===== src/rtl/sleep_wake_pkg.sv =====
package sleep_wake_pkg;
  typedef struct packed {
    logic mclr;
    logic wdt;
    logic pin;
    logic cmp;
  } wake_src_t;
endpackage


===== src/rtl/swc_sync.sv =====
module swc_sync #(
  parameter int W = 1,
  parameter int STAGES = 2,
  parameter bit RST_ONE = 1'b0
) (
  input  logic         clk,
  input  logic         rst,
  input  logic [W-1:0] d,
  output logic [W-1:0] q
);
  localparam logic [W-1:0] INIT = {W{RST_ONE}};
  logic [W-1:0] stg [STAGES];

  always_ff @(posedge clk) begin
    if (rst) begin
      for (int i = 0; i < STAGES; i++) stg[i] <= INIT;
    end else begin
      stg[0] <= d;
      for (int i = 1; i < STAGES; i++) stg[i] <= stg[i-1];
    end
  end

  assign q = stg[STAGES-1];
endmodule


===== src/rtl/swc_ref_cmp.sv =====
module swc_ref_cmp #(
  parameter int W = 3
) (
  input  logic         clk,
  input  logic         rst,
  input  logic         load,
  input  logic [W-1:0] cur,
  output logic         differs
);
  logic [W-1:0] ref_q;

  always_ff @(posedge clk) begin
    if (rst)       ref_q <= '0;
    else if (load) ref_q <= cur;
  end

  assign differs = (cur != ref_q);
endmodule


===== src/rtl/swc_rst_pulse.sv =====
module swc_rst_pulse #(
  parameter int LEN = 4
) (
  input  logic clk,
  input  logic rst,
  input  logic start,
  output logic active
);
  localparam int CW = $clog2(LEN + 1);
  localparam logic [CW-1:0] LOADV = CW'(LEN);
  logic [CW-1:0] cnt;

  always_ff @(posedge clk) begin
    if (rst)            cnt <= '0;
    else if (start)     cnt <= LOADV;
    else if (cnt != '0) cnt <= cnt - 1'b1;
  end

  assign active = (cnt != '0);
endmodule


===== src/rtl/sleep_wake_ctrl.sv =====
module sleep_wake_ctrl
  import sleep_wake_pkg::*;
#(
  parameter int N_PINS = 3,
  parameter int RST_CYCLES = 4,
  parameter int SYNC_STAGES = 2
) (
  input  logic              clk,
  input  logic              rst,
  input  logic              sleep_req,
  input  logic              port_rd,
  input  logic [N_PINS-1:0] wake_pins,
  input  logic              cmp_out,
  input  logic              mclr_n,
  input  logic              mclr_en,
  input  logic              wdt_en,
  input  logic              wdt_timeout,
  input  logic              pin_wake_en,
  input  logic              cmp_wake_en,
  output logic              asleep,
  output logic              osc_en,
  output logic              io_hold,
  output logic              core_rst,
  output logic              wdt_clr,
  output logic              to_flag,
  output logic              pd_flag,
  output logic              pin_wake_flag,
  output logic              cmp_wake_flag
);
  logic [N_PINS-1:0] pins_s;
  logic              cmp_s, mclr_s;
  logic              pin_diff, cmp_diff;
  logic              enter, wake;
  wake_src_t         src;

  swc_sync #(.W(N_PINS), .STAGES(SYNC_STAGES), .RST_ONE(1'b0)) u_pin_sync (
    .clk(clk), .rst(rst), .d(wake_pins), .q(pins_s));
  swc_sync #(.W(1), .STAGES(SYNC_STAGES), .RST_ONE(1'b0)) u_cmp_sync (
    .clk(clk), .rst(rst), .d(cmp_out), .q(cmp_s));
  swc_sync #(.W(1), .STAGES(SYNC_STAGES), .RST_ONE(1'b1)) u_mclr_sync (
    .clk(clk), .rst(rst), .d(mclr_n), .q(mclr_s));

  // pin reference follows port reads; comparator reference is taken at sleep entry
  swc_ref_cmp #(.W(N_PINS)) u_pin_ref (
    .clk(clk), .rst(rst), .load(port_rd), .cur(pins_s), .differs(pin_diff));
  swc_ref_cmp #(.W(1)) u_cmp_ref (
    .clk(clk), .rst(rst), .load(enter), .cur(cmp_s), .differs(cmp_diff));

  swc_rst_pulse #(.LEN(RST_CYCLES)) u_pulse (
    .clk(clk), .rst(rst), .start(wake), .active(core_rst));

  always_comb begin
    src.mclr = mclr_en & ~mclr_s;
    src.wdt  = wdt_en & wdt_timeout;
    src.pin  = pin_wake_en & pin_diff;
    src.cmp  = cmp_wake_en & cmp_diff;
  end

  assign enter = ~asleep & sleep_req & ~core_rst;
  assign wake  = asleep & (src != '0);

  always_ff @(posedge clk) begin
    if (rst) begin
      asleep        <= 1'b0;
      wdt_clr       <= 1'b0;
      to_flag       <= 1'b1;
      pd_flag       <= 1'b1;
      pin_wake_flag <= 1'b0;
      cmp_wake_flag <= 1'b0;
    end else begin
      wdt_clr <= enter | wake;
      if (enter) begin
        asleep  <= 1'b1;
        to_flag <= 1'b1;
        pd_flag <= 1'b0;
      end else if (wake) begin
        asleep <= 1'b0;
        if (src.wdt) to_flag <= 1'b0;
        if (src.pin) pin_wake_flag <= 1'b1;
        if (src.cmp) cmp_wake_flag <= 1'b1;
      end
    end
  end

  assign osc_en  = ~asleep;
  assign io_hold = asleep;
endmodule


===== config.mk =====
export PLATFORM = sky130hd
export DESIGN_NAME = sleep_wake_ctrl
export DESIGN_NICKNAME = d
export VERILOG_FILES = /design/src/rtl/sleep_wake_pkg.sv /design/src/rtl/swc_sync.sv /design/src/rtl/swc_ref_cmp.sv /design/src/rtl/swc_rst_pulse.sv /design/src/rtl/sleep_wake_ctrl.sv
export SDC_FILE = /design/constraint.sdc
export NUM_CORES = 1
export LEC_CHECK = 0
export ABC_CLOCK_PERIOD_IN_PS = 1700
export BUFFER_PORTS_ARGS = -buffer_cell sky130_fd_sc_hd__clkbuf_2
export CORE_MARGIN = 2
export CORE_UTILIZATION = 42
export DETAILED_ROUTE_END_ITERATION = 16
export PLACE_DENSITY_LB_ADDON = 0.25
export SLEW_MARGIN = 20
export SYNTH_ARGS = -nofsm -noshare
export SYNTH_HDL_FRONTEND = slang
export SYNTH_HIERARCHICAL = 1
export SYNTH_SLANG_ARGS = --single-unit

===== constraint.sdc =====
create_clock -name clk -period 1.7 [get_ports clk]
set_input_delay 0.17 -clock clk [delete_from_list [all_inputs] [get_ports clk]]
set_output_delay 0.17 -clock clk [all_outputs]
set_load 0.05 [all_outputs]

==> impl_metrics.env <==
export IMPL_worstRegToRegCells=7
export IMPL_cp_end_kind="output port"
export IMPL_cts_made_buffers=3
export IMPL_place_congestion=0.6427
export IMPL_cts_buffer_depth=2
export IMPL_grt_pass1_wl_um=2290
export IMPL_drt_first_pass_iters=3
export IMPL_timing_final_crit_share_pct=94.76
export IMPL_leakage_nw=0.4699
export IMPL_drive_gt1_share_pct=31.73
export IMPL_power_total_mw=1.508
export IMPL_synth_area_um2=884.6
export IMPL_yosysSeqAreaShare_pct=52.05
export IMPL_powerDensity_nw_per_um2=1455
export IMPL_die_x_um=49.90
export IMPL_maxCapViolCount=0
export IMPL_hold_viol_final=0
export IMPL_drt_iter0_markers=1
export IMPL_cts_sinks=23
export IMPL_wire_per_inst_um=10.12
export IMPL_worstMarginPinSlew_ps=416.5
export IMPL_rsz0062_at_grt="no"
export IMPL_tns_ps=0
export IMPL_status="completed"
export IMPL_slew_headroom_pct=72.23
export IMPL_postRouteAntennaNets=0
export IMPL_wl_um=1326
export IMPL_maxSlewViolCount=0
export IMPL_antenna_found_initial=0
export IMPL_max_freq_mhz=620.8
export IMPL_grt_pass1_vias=566
export IMPL_ir_drop_mv=0.7333
export IMPL_cp_max_fo=4
export IMPL_num_io_pins=23
export IMPL_crit_type="register to output port"
export IMPL_drc=0
export IMPL_worst_clock_skew_ps=4.402
export IMPL_synth_nets=99
export IMPL_port_buffers=22
export IMPL_synth_distinct_cells=26
export IMPL_setup_viol=0
export IMPL_whs_path_depth=2
export IMPL_start_kind="register"
export IMPL_syn_avg_cell_area_um2=10.79
export IMPL_ys_warn_count=6
export IMPL_crit_arrival_ps=1440
export IMPL_dp_hpwl_um=1042
export IMPL_syn2layout_area_growth_pct=17.11
export IMPL_finalNetCount=122
export IMPL_die_area_um2=2490
export IMPL_placementRows=16
export IMPL_n_antenna_cell=0
export IMPL_hp_class="input pin to register"
export IMPL_coreArea_um2=1982
export IMPL_post_place_ws_ps=128.5
export IMPL_htree_levels=1
export IMPL_cts_root_buffer="clkbuf_4"
export IMPL_overflow=0
export IMPL_worst_slack_ps=89.07
export IMPL_placement_cell_area_um2=998.5
export IMPL_path_clk_slew_ps=110
export IMPL_nFillCells=191
export IMPL_cts_tree="built"
export IMPL_min_period_ps=1611
export IMPL_vias_per_cell=4.450
export IMPL_start_util_pct=44.63
export IMPL_final_area_um2=1036
export IMPL_grt_usage_pct=12.12
export IMPL_synth_ff_type="dfxtp_1"
export IMPL_synth_seq_cells=23
export IMPL_finalHoldWorstSlack_ps=43.80
export IMPL_ctsHoldBuffers=0
export IMPL_synthArstFlopShare_pct=0
export IMPL_synth_edf_count=0
export IMPL_postSynthCellCount=82
export IMPL_grt_max_degree=24
export IMPL_clkLatencyLatePin_ps=290
export IMPL_vias=583
export IMPL_die_h_um=49.90
export IMPL_crit_required_ps=1530
==> cells in the mapped netlist, types with 2 or more instances <==
master | n | area, µm²
xnor2_1 | 3 | 26.28
mux2i_1 | 5 | 50.05
a31oi_1 | 2 | 12.51
buf_4 | 4 | 30.03
ha_1 | 3 | 37.54
dfxtp_1 | 23 | 460.4
nor2b_1 | 9 | 56.30
inv_2 | 2 | 7.510
inv_1 | 6 | 22.52
or2_1 | 2 | 12.51
xor2_1 | 2 | 17.52
nor2_1 | 7 | 26.28
==> registers in the layout, indices dropped and copies added (netlist names) <==
register         count
u_pin_ref/ref_q      3
pd_flag              1
to_flag              1
cmp_wake_flag        1
u_cmp_sync/stg       2
pin_wake_flag        1
u_mclr_sync/stg      2
u_pulse/cnt          3
u_cmp_ref/ref_q      1
asleep               1
wdt_clr              1
u_pin_sync/stg       6
==> cell families after synthesis <==
| logic type | synth area share [%] |
|---|---|
| XOR/XNOR | 4.951 |
| buffers and inverters | 6.790 |
| adder cells (fa/ha/maj) | 4.244 |
| AND/OR/NAND/NOR | 16.12 |
| flip-flops | 52.05 |
| AO/OA/AOI/OAI | 10.18 |
| multiplexers | 5.658 |
==> report_power, final <==
group | leakage [nW] | internal (mW) | switching (mW) | total (mW)
Combinational | 0.266 | 0.224 | 0.399 | 0.623
Sequential | 0.189 | 0.605 | 0.0443 | 0.649
Clock | 0.0150 | 0.0912 | 0.144 | 0.235
==> cell type report <==
cell class,count,area [µm²],share of cell area (%)
flip-flops and latches,23,460.4,44.44
multi-input cells,47,366.6,35.39
repair buffers,22,118.9,11.47
well taps,27,33.78,3.261
inverters,8,30.03,2.899
clock buffers,4,26.28,2.536
==> what timing repair did <==
item | 4_1_cts | 5_1_grt
gates resized for setup | 2 | 1
buffers inserted | 0 | 0
endpoints found under the setup margin | 1 | 2
==> metrics by stage <==
stage | instances | utilization, %
6_report | 131 | 52.27
5_1_grt | 131 | 52.27
3_3_place_gp | 127 | 50.38
4_1_cts | 131 | 52.15
3_5_place_dp | 127 | 50.38
2_1_floorplan | 82 | -
==> worst paths after layout <==
path / from / endpoint / slack (ps)
min: mclr_n / u_mclr_sync/stg[0][0]$_SDFF_PP1_ / 40
min reg2reg: u_mclr_sync/stg[0][0]$_SDFF_PP1_ / u_mclr_sync/stg[0][1]$_SDFF_PP1_ / 420
max reg2reg: u_pulse/cnt[0]$_SDFFE_PP0P_ / u_cmp_ref/ref_q$_SDFFE_PP0P_ / 150
max: u_pulse/cnt[0]$_SDFFE_PP0P_ / core_rst / 90
==> placed cells by master (no fill, tap or decap), drive strengths merged <==
cell type	synthesis	final
a2111oi	1	1
a21oi	1	1
a22oi	1	1
a31oi	3	3
a41oi	1	1
clkbuf	0	26
dfxtp	23	23
ha	3	3
inv	8	8
mux2i	5	5
nand2	1	1
nand2b	2	2
nand3	1	1
nor2	7	7
nor2b	9	9
nor3	1	1
nor3b	1	1
o21ba	1	1
o21bai	1	1
o22ai	1	1
or2	2	2
xnor2	3	3
xor2	2	2
==> routing by layer <==
layer  wire length, µm  track usage (%)
met1               554            13.60
met2               695            20.89
met3                58            2.727
met4                17            6.944
met5                 0                0
==> worst max-delay path, cell delays in order, from the launching register on <==
cell      delay (ps)
dfxtp_1          370
inv_1             60
ha_1             210
ha_2             210
inv_2            110
clkbuf_8         190
No activity file was read; power rests on OpenSTA's default activity.
